--- config.mk ---
export PLATFORM = sky130hd
export DESIGN_NAME = llsc_monitor
export DESIGN_NICKNAME = d
export VERILOG_FILES = /design/src/rtl/llsc_pkg.sv /design/src/rtl/llsc_arbiter.sv /design/src/rtl/llsc_resv_slot.sv /design/src/rtl/llsc_word_mem.sv /design/src/rtl/llsc_monitor.sv
export SDC_FILE = /design/constraint.sdc
export NUM_CORES = 1
export LEC_CHECK = 0
export BUFFER_PORTS_ARGS = -buffer_cell sky130_fd_sc_hd__buf_2
export CORE_ASPECT_RATIO = 2
export CORE_MARGIN = 3
export CORE_UTILIZATION = 30
export DETAILED_ROUTE_END_ITERATION = 16
export GPL_ROUTABILITY_DRIVEN = 0
export GPL_TIMING_DRIVEN = 0
export HOLD_SLACK_MARGIN = 0.02
export PLACE_DENSITY_LB_ADDON = 0.25
export SLEW_MARGIN = 20
export SYNTH_ARGS = -nofsm -noshare
export SYNTH_HDL_FRONTEND = slang
export SYNTH_SLANG_ARGS = --single-unit
--- constraint.sdc ---
create_clock -name clk -period 4.1 [get_ports clk]
set_input_delay 0.615 -clock clk [delete_from_list [all_inputs] [get_ports clk]]
set_output_delay 0.615 -clock clk [all_outputs]
set_load 0.02 [all_outputs]
--- src/rtl/llsc_pkg.sv ---
package llsc_pkg;

    localparam int OP_W = 2;

    typedef enum logic [OP_W-1:0] {
        OP_READ       = 2'd0,
        OP_WRITE      = 2'd1,
        OP_LOAD_LINK  = 2'd2,
        OP_STORE_COND = 2'd3
    } mem_op_e;

    function automatic logic op_returns_data(input mem_op_e op);
        return (op == OP_READ) || (op == OP_LOAD_LINK);
    endfunction

endpackage

--- src/rtl/llsc_arbiter.sv ---
module llsc_arbiter #(
    parameter int NUM_PORTS = 4,
    localparam int IDX_W = (NUM_PORTS > 1) ? $clog2(NUM_PORTS) : 1
) (
    input  logic [NUM_PORTS-1:0] req,
    output logic [NUM_PORTS-1:0] gnt,
    output logic                 win_any,
    output logic [IDX_W-1:0]     win_idx
);

    always_comb begin
        gnt     = '0;
        win_any = 1'b0;
        win_idx = '0;
        for (int i = 0; i < NUM_PORTS; i++) begin
            if (req[i] && !win_any) begin
                win_any = 1'b1;
                win_idx = IDX_W'(i);
                gnt[i]  = 1'b1;
            end
        end
    end

endmodule

--- src/rtl/llsc_resv_slot.sv ---
module llsc_resv_slot #(
    parameter int ADDR_W = 4
) (
    input  logic              clk,
    input  logic              rst,
    input  logic              set_en,
    input  logic [ADDR_W-1:0] set_addr,
    input  logic              clr_self,
    input  logic              snoop_en,
    input  logic [ADDR_W-1:0] snoop_addr,
    output logic              hold_valid,
    output logic [ADDR_W-1:0] hold_addr
);

    always_ff @(posedge clk) begin
        if (rst) begin
            hold_valid <= 1'b0;
            hold_addr  <= '0;
        end else if (set_en) begin
            hold_valid <= 1'b1;
            hold_addr  <= set_addr;
        end else if (clr_self || (snoop_en && hold_valid && snoop_addr == hold_addr)) begin
            hold_valid <= 1'b0;
        end
    end

endmodule

--- src/rtl/llsc_word_mem.sv ---
module llsc_word_mem #(
    parameter int ADDR_W = 4,
    parameter int DATA_W = 16,
    localparam int DEPTH = 1 << ADDR_W
) (
    input  logic              clk,
    input  logic              rst,
    input  logic              we,
    input  logic [ADDR_W-1:0] waddr,
    input  logic [DATA_W-1:0] wdata,
    input  logic [ADDR_W-1:0] raddr,
    output logic [DATA_W-1:0] rdata
);

    logic [DATA_W-1:0] words [DEPTH];

    always_ff @(posedge clk) begin
        if (rst) begin
            for (int i = 0; i < DEPTH; i++) words[i] <= '0;
        end else if (we) begin
            words[waddr] <= wdata;
        end
    end

    assign rdata = words[raddr];

endmodule

--- src/rtl/llsc_monitor.sv ---
module llsc_monitor
    import llsc_pkg::*;
#(
    parameter int NUM_PORTS = 4,
    parameter int ADDR_W    = 4,
    parameter int DATA_W    = 16
) (
    input  logic                        clk,
    input  logic                        rst,
    input  logic [NUM_PORTS-1:0]        req_valid,
    input  logic [NUM_PORTS*OP_W-1:0]   req_op,
    input  logic [NUM_PORTS*ADDR_W-1:0] req_addr,
    input  logic [NUM_PORTS*DATA_W-1:0] req_wdata,
    output logic [NUM_PORTS-1:0]        grant,
    output logic [NUM_PORTS-1:0]        rsp_valid,
    output logic [NUM_PORTS*DATA_W-1:0] rsp_rdata,
    output logic [NUM_PORTS-1:0]        rsp_sc_ok
);

    localparam int IDX_W = (NUM_PORTS > 1) ? $clog2(NUM_PORTS) : 1;

    mem_op_e           op_a   [NUM_PORTS];
    logic [ADDR_W-1:0] addr_a [NUM_PORTS];
    logic [DATA_W-1:0] data_a [NUM_PORTS];
    logic [ADDR_W-1:0] resv_a [NUM_PORTS];
    logic [NUM_PORTS-1:0] resv_v;
    logic [NUM_PORTS-1:0] done;

    logic              win_any;
    logic [IDX_W-1:0]  win_idx;
    mem_op_e           w_op;
    logic [ADDR_W-1:0] w_addr;
    logic [DATA_W-1:0] w_data;
    logic              sc_pass;
    logic              commit;
    logic [DATA_W-1:0] mem_rdata;

    llsc_arbiter #(.NUM_PORTS(NUM_PORTS)) arb_i (
        .req     (req_valid),
        .gnt     (grant),
        .win_any (win_any),
        .win_idx (win_idx)
    );

    assign w_op    = op_a[win_idx];
    assign w_addr  = addr_a[win_idx];
    assign w_data  = data_a[win_idx];
    assign sc_pass = win_any && (w_op == OP_STORE_COND) &&
                     resv_v[win_idx] && (resv_a[win_idx] == w_addr);
    assign commit  = win_any && ((w_op == OP_WRITE) || sc_pass);

    llsc_word_mem #(.ADDR_W(ADDR_W), .DATA_W(DATA_W)) mem_i (
        .clk   (clk),
        .rst   (rst),
        .we    (commit),
        .waddr (w_addr),
        .wdata (w_data),
        .raddr (w_addr),
        .rdata (mem_rdata)
    );

    for (genvar p = 0; p < NUM_PORTS; p++) begin : g_port
        logic is_sc;
        logic lost;

        assign op_a[p]   = mem_op_e'(req_op[p*OP_W +: OP_W]);
        assign addr_a[p] = req_addr[p*ADDR_W +: ADDR_W];
        assign data_a[p] = req_wdata[p*DATA_W +: DATA_W];

        assign is_sc   = req_valid[p] && (op_a[p] == OP_STORE_COND);
        // conditional store beaten in the same cycle by a write to its address
        assign lost    = is_sc && !grant[p] && commit && (w_addr == addr_a[p]);
        assign done[p] = grant[p] || lost;

        llsc_resv_slot #(.ADDR_W(ADDR_W)) slot_i (
            .clk        (clk),
            .rst        (rst),
            .set_en     (grant[p] && (op_a[p] == OP_LOAD_LINK)),
            .set_addr   (addr_a[p]),
            .clr_self   (done[p] && is_sc),
            .snoop_en   (commit),
            .snoop_addr (w_addr),
            .hold_valid (resv_v[p]),
            .hold_addr  (resv_a[p])
        );

        always_ff @(posedge clk) begin
            if (rst) begin
                rsp_valid[p]                  <= 1'b0;
                rsp_sc_ok[p]                  <= 1'b0;
                rsp_rdata[p*DATA_W +: DATA_W] <= '0;
            end else begin
                rsp_valid[p]                  <= done[p];
                rsp_sc_ok[p]                  <= grant[p] && sc_pass;
                rsp_rdata[p*DATA_W +: DATA_W] <=
                    (grant[p] && op_returns_data(op_a[p])) ? mem_rdata : '0;
            end
        end
    end

endmodule

==> results.py <==
metrics = {
    "outcome": {
        "status": "finished, final reports clean",
    },
    "sta": {
        "rsz0062_at_grt": "yes",
        "fin_crit_sh_pct": 98.5,
        "max_freq_mhz": 248,
        "setup_tns_ps": 0,
        "fin_skew_ps": 26.6,
        "worst_slew_pin_slew_ps": 1320,
        "setup_viol": 0,
        "slew-limit-headroom_pct": 11.1,
        "setup_slack_ps": 62.5,
        "fin_crit_ps": 4040,
        "hold_violations": 0,
        "slew_viol_final": 0,
    },
    "grt": {
        "grt_antenna_before_repair": 2,
        "track_usage_pct": 20.7,
        "grt_pass1_vias": 12800,
        "grt_first_pass_wirelength_mm": 84.0,
        "grt_max_degree": 18,
        "grt-ovfl-total": 0,
    },
    "pwr": {
        "ir_drop_mv": 0.366,
        "powerDensity_nw_per_um2": 445,
        "total_power_mw": 8.24,
        "total_leakage_power_nw": 6.95,
    },
    "route": {
        "drt_iter0_drc": 1002,
        "vias": 12700,
        "dr.pass1.iters": 5,
        "ant_nets": 0,
        "routed_wl_mm": 59.5,
        "wl_per_cell_um": 24.8,
        "viasPerCell": 5.30,
        "drcViolationCount": 0,
    },
    "worst_setup_path": {
        "path_class": "in -> reg",
        "cpMostUsedCell": "clkbuf_1",
        "critPathRequiredTime_ps": 4420,
        "crit_path_start_kind": "input port",
        "critPathCaptureType": "flip-flop",
        "critPathSlowestCell": "clkbuf_1",
        "path_cells": "buf_2 -> buf_2 -> nor2_2 -> nand2_1 -> clkbuf_1 -> clkbuf_1 -> o221ai_1 -> clkbuf_1 -> nor2_1",
        "r2r_cells": 7,
        "crit_fanout": 10,
        "critPathArrivalTime_ps": 4350,
        "slowest_delay_ps": 930,
    },
    "worst_hold_path": {
        "holdPathStages": 3,
        "holdCritPathClass": "in -> reg",
    },
    "clock_tree": {
        "clock_latency_ps": 610,
        "htreeDepth": 1,
        "cts_root_buf": "clkbuf_16",
        "postCtsHoldBufs": 0,
        "clk_pin_slew_worst_paths_ps": 70,
        "clock-sinks": 348,
        "cts_tree": "yes",
        "clk_path_buf_depth": 3,
        "cts_made_buffers": 31,
    },
    "synthesis": {
        "synth_nets": 1608,
        "synth_area_um2": 15800,
        "synth_ff_type": "edfxtp_1",
        "synthArstFlopShare_pct": 0,
        "yosysSeqAreaShare_pct": 60.4,
        "ys_types": 68,
        "yosysWarnings": 0,
        "ys_seq_elements": 348,
        "postSynthCellCount": 1514,
        "synth_edf_count": 256,
        "syn_avg_cell_area_um2": 10.4,
    },
    "place": {
        "place_ws_ps": -919,
        "io_buffers": 167,
        "place_hpwl_mm": 46.0,
    },
    "final_layout": {
        "nNetsFinal": 1810,
        "num-fill-cells": 5246,
        "drive_gt1_share_pct": 20.3,
        "syn_to_final_growth_pct": 17.4,
        "final_cell_mix": "294 x nor2_1, 256 x nand2_1, 256 x edfxtp_1, 206 x buf_2, 92 x dfxtp_1",
        "fin_util_pct": 35.7,
        "mostFrequentLayoutCell": "nor2_1",
    },
    "die": {
        "die_y_um": 330,
        "coreArea_um2": 52000,
        "start_util_pct": 30.4,
        "io_pins": 170,
        "fp.dieW_um": 168,
        "dieArea_um2": 55600,
        "rows": 118,
    },
    "run": {
        "cap_viol_max_count": 0,
    },
}
[layer usage]
layer	global-route usage [%]	wire length, um	vias up
met1	18.9	18800	6210
li1	-	-	5802
met4	18.4	6180	0
met2	39.3	31600	536
met5	0	0	-
met3	2.41	2940	185
[flip-flops by register name (all words and copies together) (netlist names)]
name,count
g_port.slot_i.hold_addr,16
mem_i.words,256
g_port.slot_i.hold_valid,4
rsp_rdata,64
rsp_sc_ok,4
rsp_valid,4
[layout make-up]
type | count | area (um^2) | share of cell area, %
sequential | 348 | 9530 | 51.4
multi-input combinational | 1038 | 5750 | 31.0
clock buffer | 41 | 855 | 4.61
timing repair buffer | 169 | 848 | 4.58
tap | 660 | 826 | 4.46
buffer | 120 | 567 | 3.06
clock inverter | 16 | 123 | 0.662
inverter | 8 | 30.0 | 0.162
antenna | 2 | 5.00 | 0.0270
[synth_stat cells (32+ instances only)]
master | n | area [um^2]
nor2_1 | 295 | 1110
edfxtp_1 | 256 | 7690
buf_2 | 38 | 190
a211oi_1 | 32 | 240
a311oi_1 | 33 | 289
a31o_2 | 32 | 280
clkbuf_1 | 59 | 221
dfxtp_1 | 92 | 1840
nand2_1 | 256 | 961
nor2b_1 | 35 | 219
nand3_1 | 90 | 450
a22o_1 | 68 | 596
[repair_timing]
action	in CTS	in global routing
endpoints found under the setup margin	251	241
endpoints found under the hold margin	0	0
buffers inserted	0	0
gates resized for setup	17	2
[kinds of logic (layout without fill, tap and decap cells)]
kind of cell	after synthesis	in the layout	share of synthesized area, %
mux	13	13	0.832
flops	348	348	60.4
compound gates	242	242	12.5
simple gates	755	755	20.9
other cells	0	2	0
buf+inv	128	354	3.78
xor+xnor	28	28	1.55
[path summary, 6_finish.rpt]
kind / start / to / slack (ps)
setup / recovery: req_valid[0] / mem_i.words[9][11] / 60
hold reg to reg: g_port[0].slot_i.hold_addr[3] / g_port[0].slot_i.hold_addr[3] / 540
setup reg to reg: g_port[3].slot_i.hold_valid / mem_i.words[7][8] / 710
hold / removal: req_addr[3] / g_port[0].slot_i.hold_addr[3] / 280
[worst max-delay path, delay by kind of cell]
kind | cells | cell delay (ps)
simple gates | 3 | 800
compound gates | 1 | 830
buf+inv | 5 | 2080
[through the flow]
| step | hold slack, ps | instance area [um^2] | instances |
|---|---|---|---|
| floorplan | 479 | 15800 | 1514 |
| global placement | 520 | 17400 | 2341 |
| detailed placement | 531 | 17500 | 2342 |
| CTS | 261 | 18500 | 2399 |
| global route | 290 | 18500 | 2400 |
| finish | 284 | 18500 | 2402 |
[power breakdown]
group          internal (mW)  switching (mW)
Sequential              3.95          0.0552
Combinational          0.356           0.981
Clock                   1.54            1.36
Total                   5.84            2.39
Note: power is estimated with default switching activity, not from simulation.
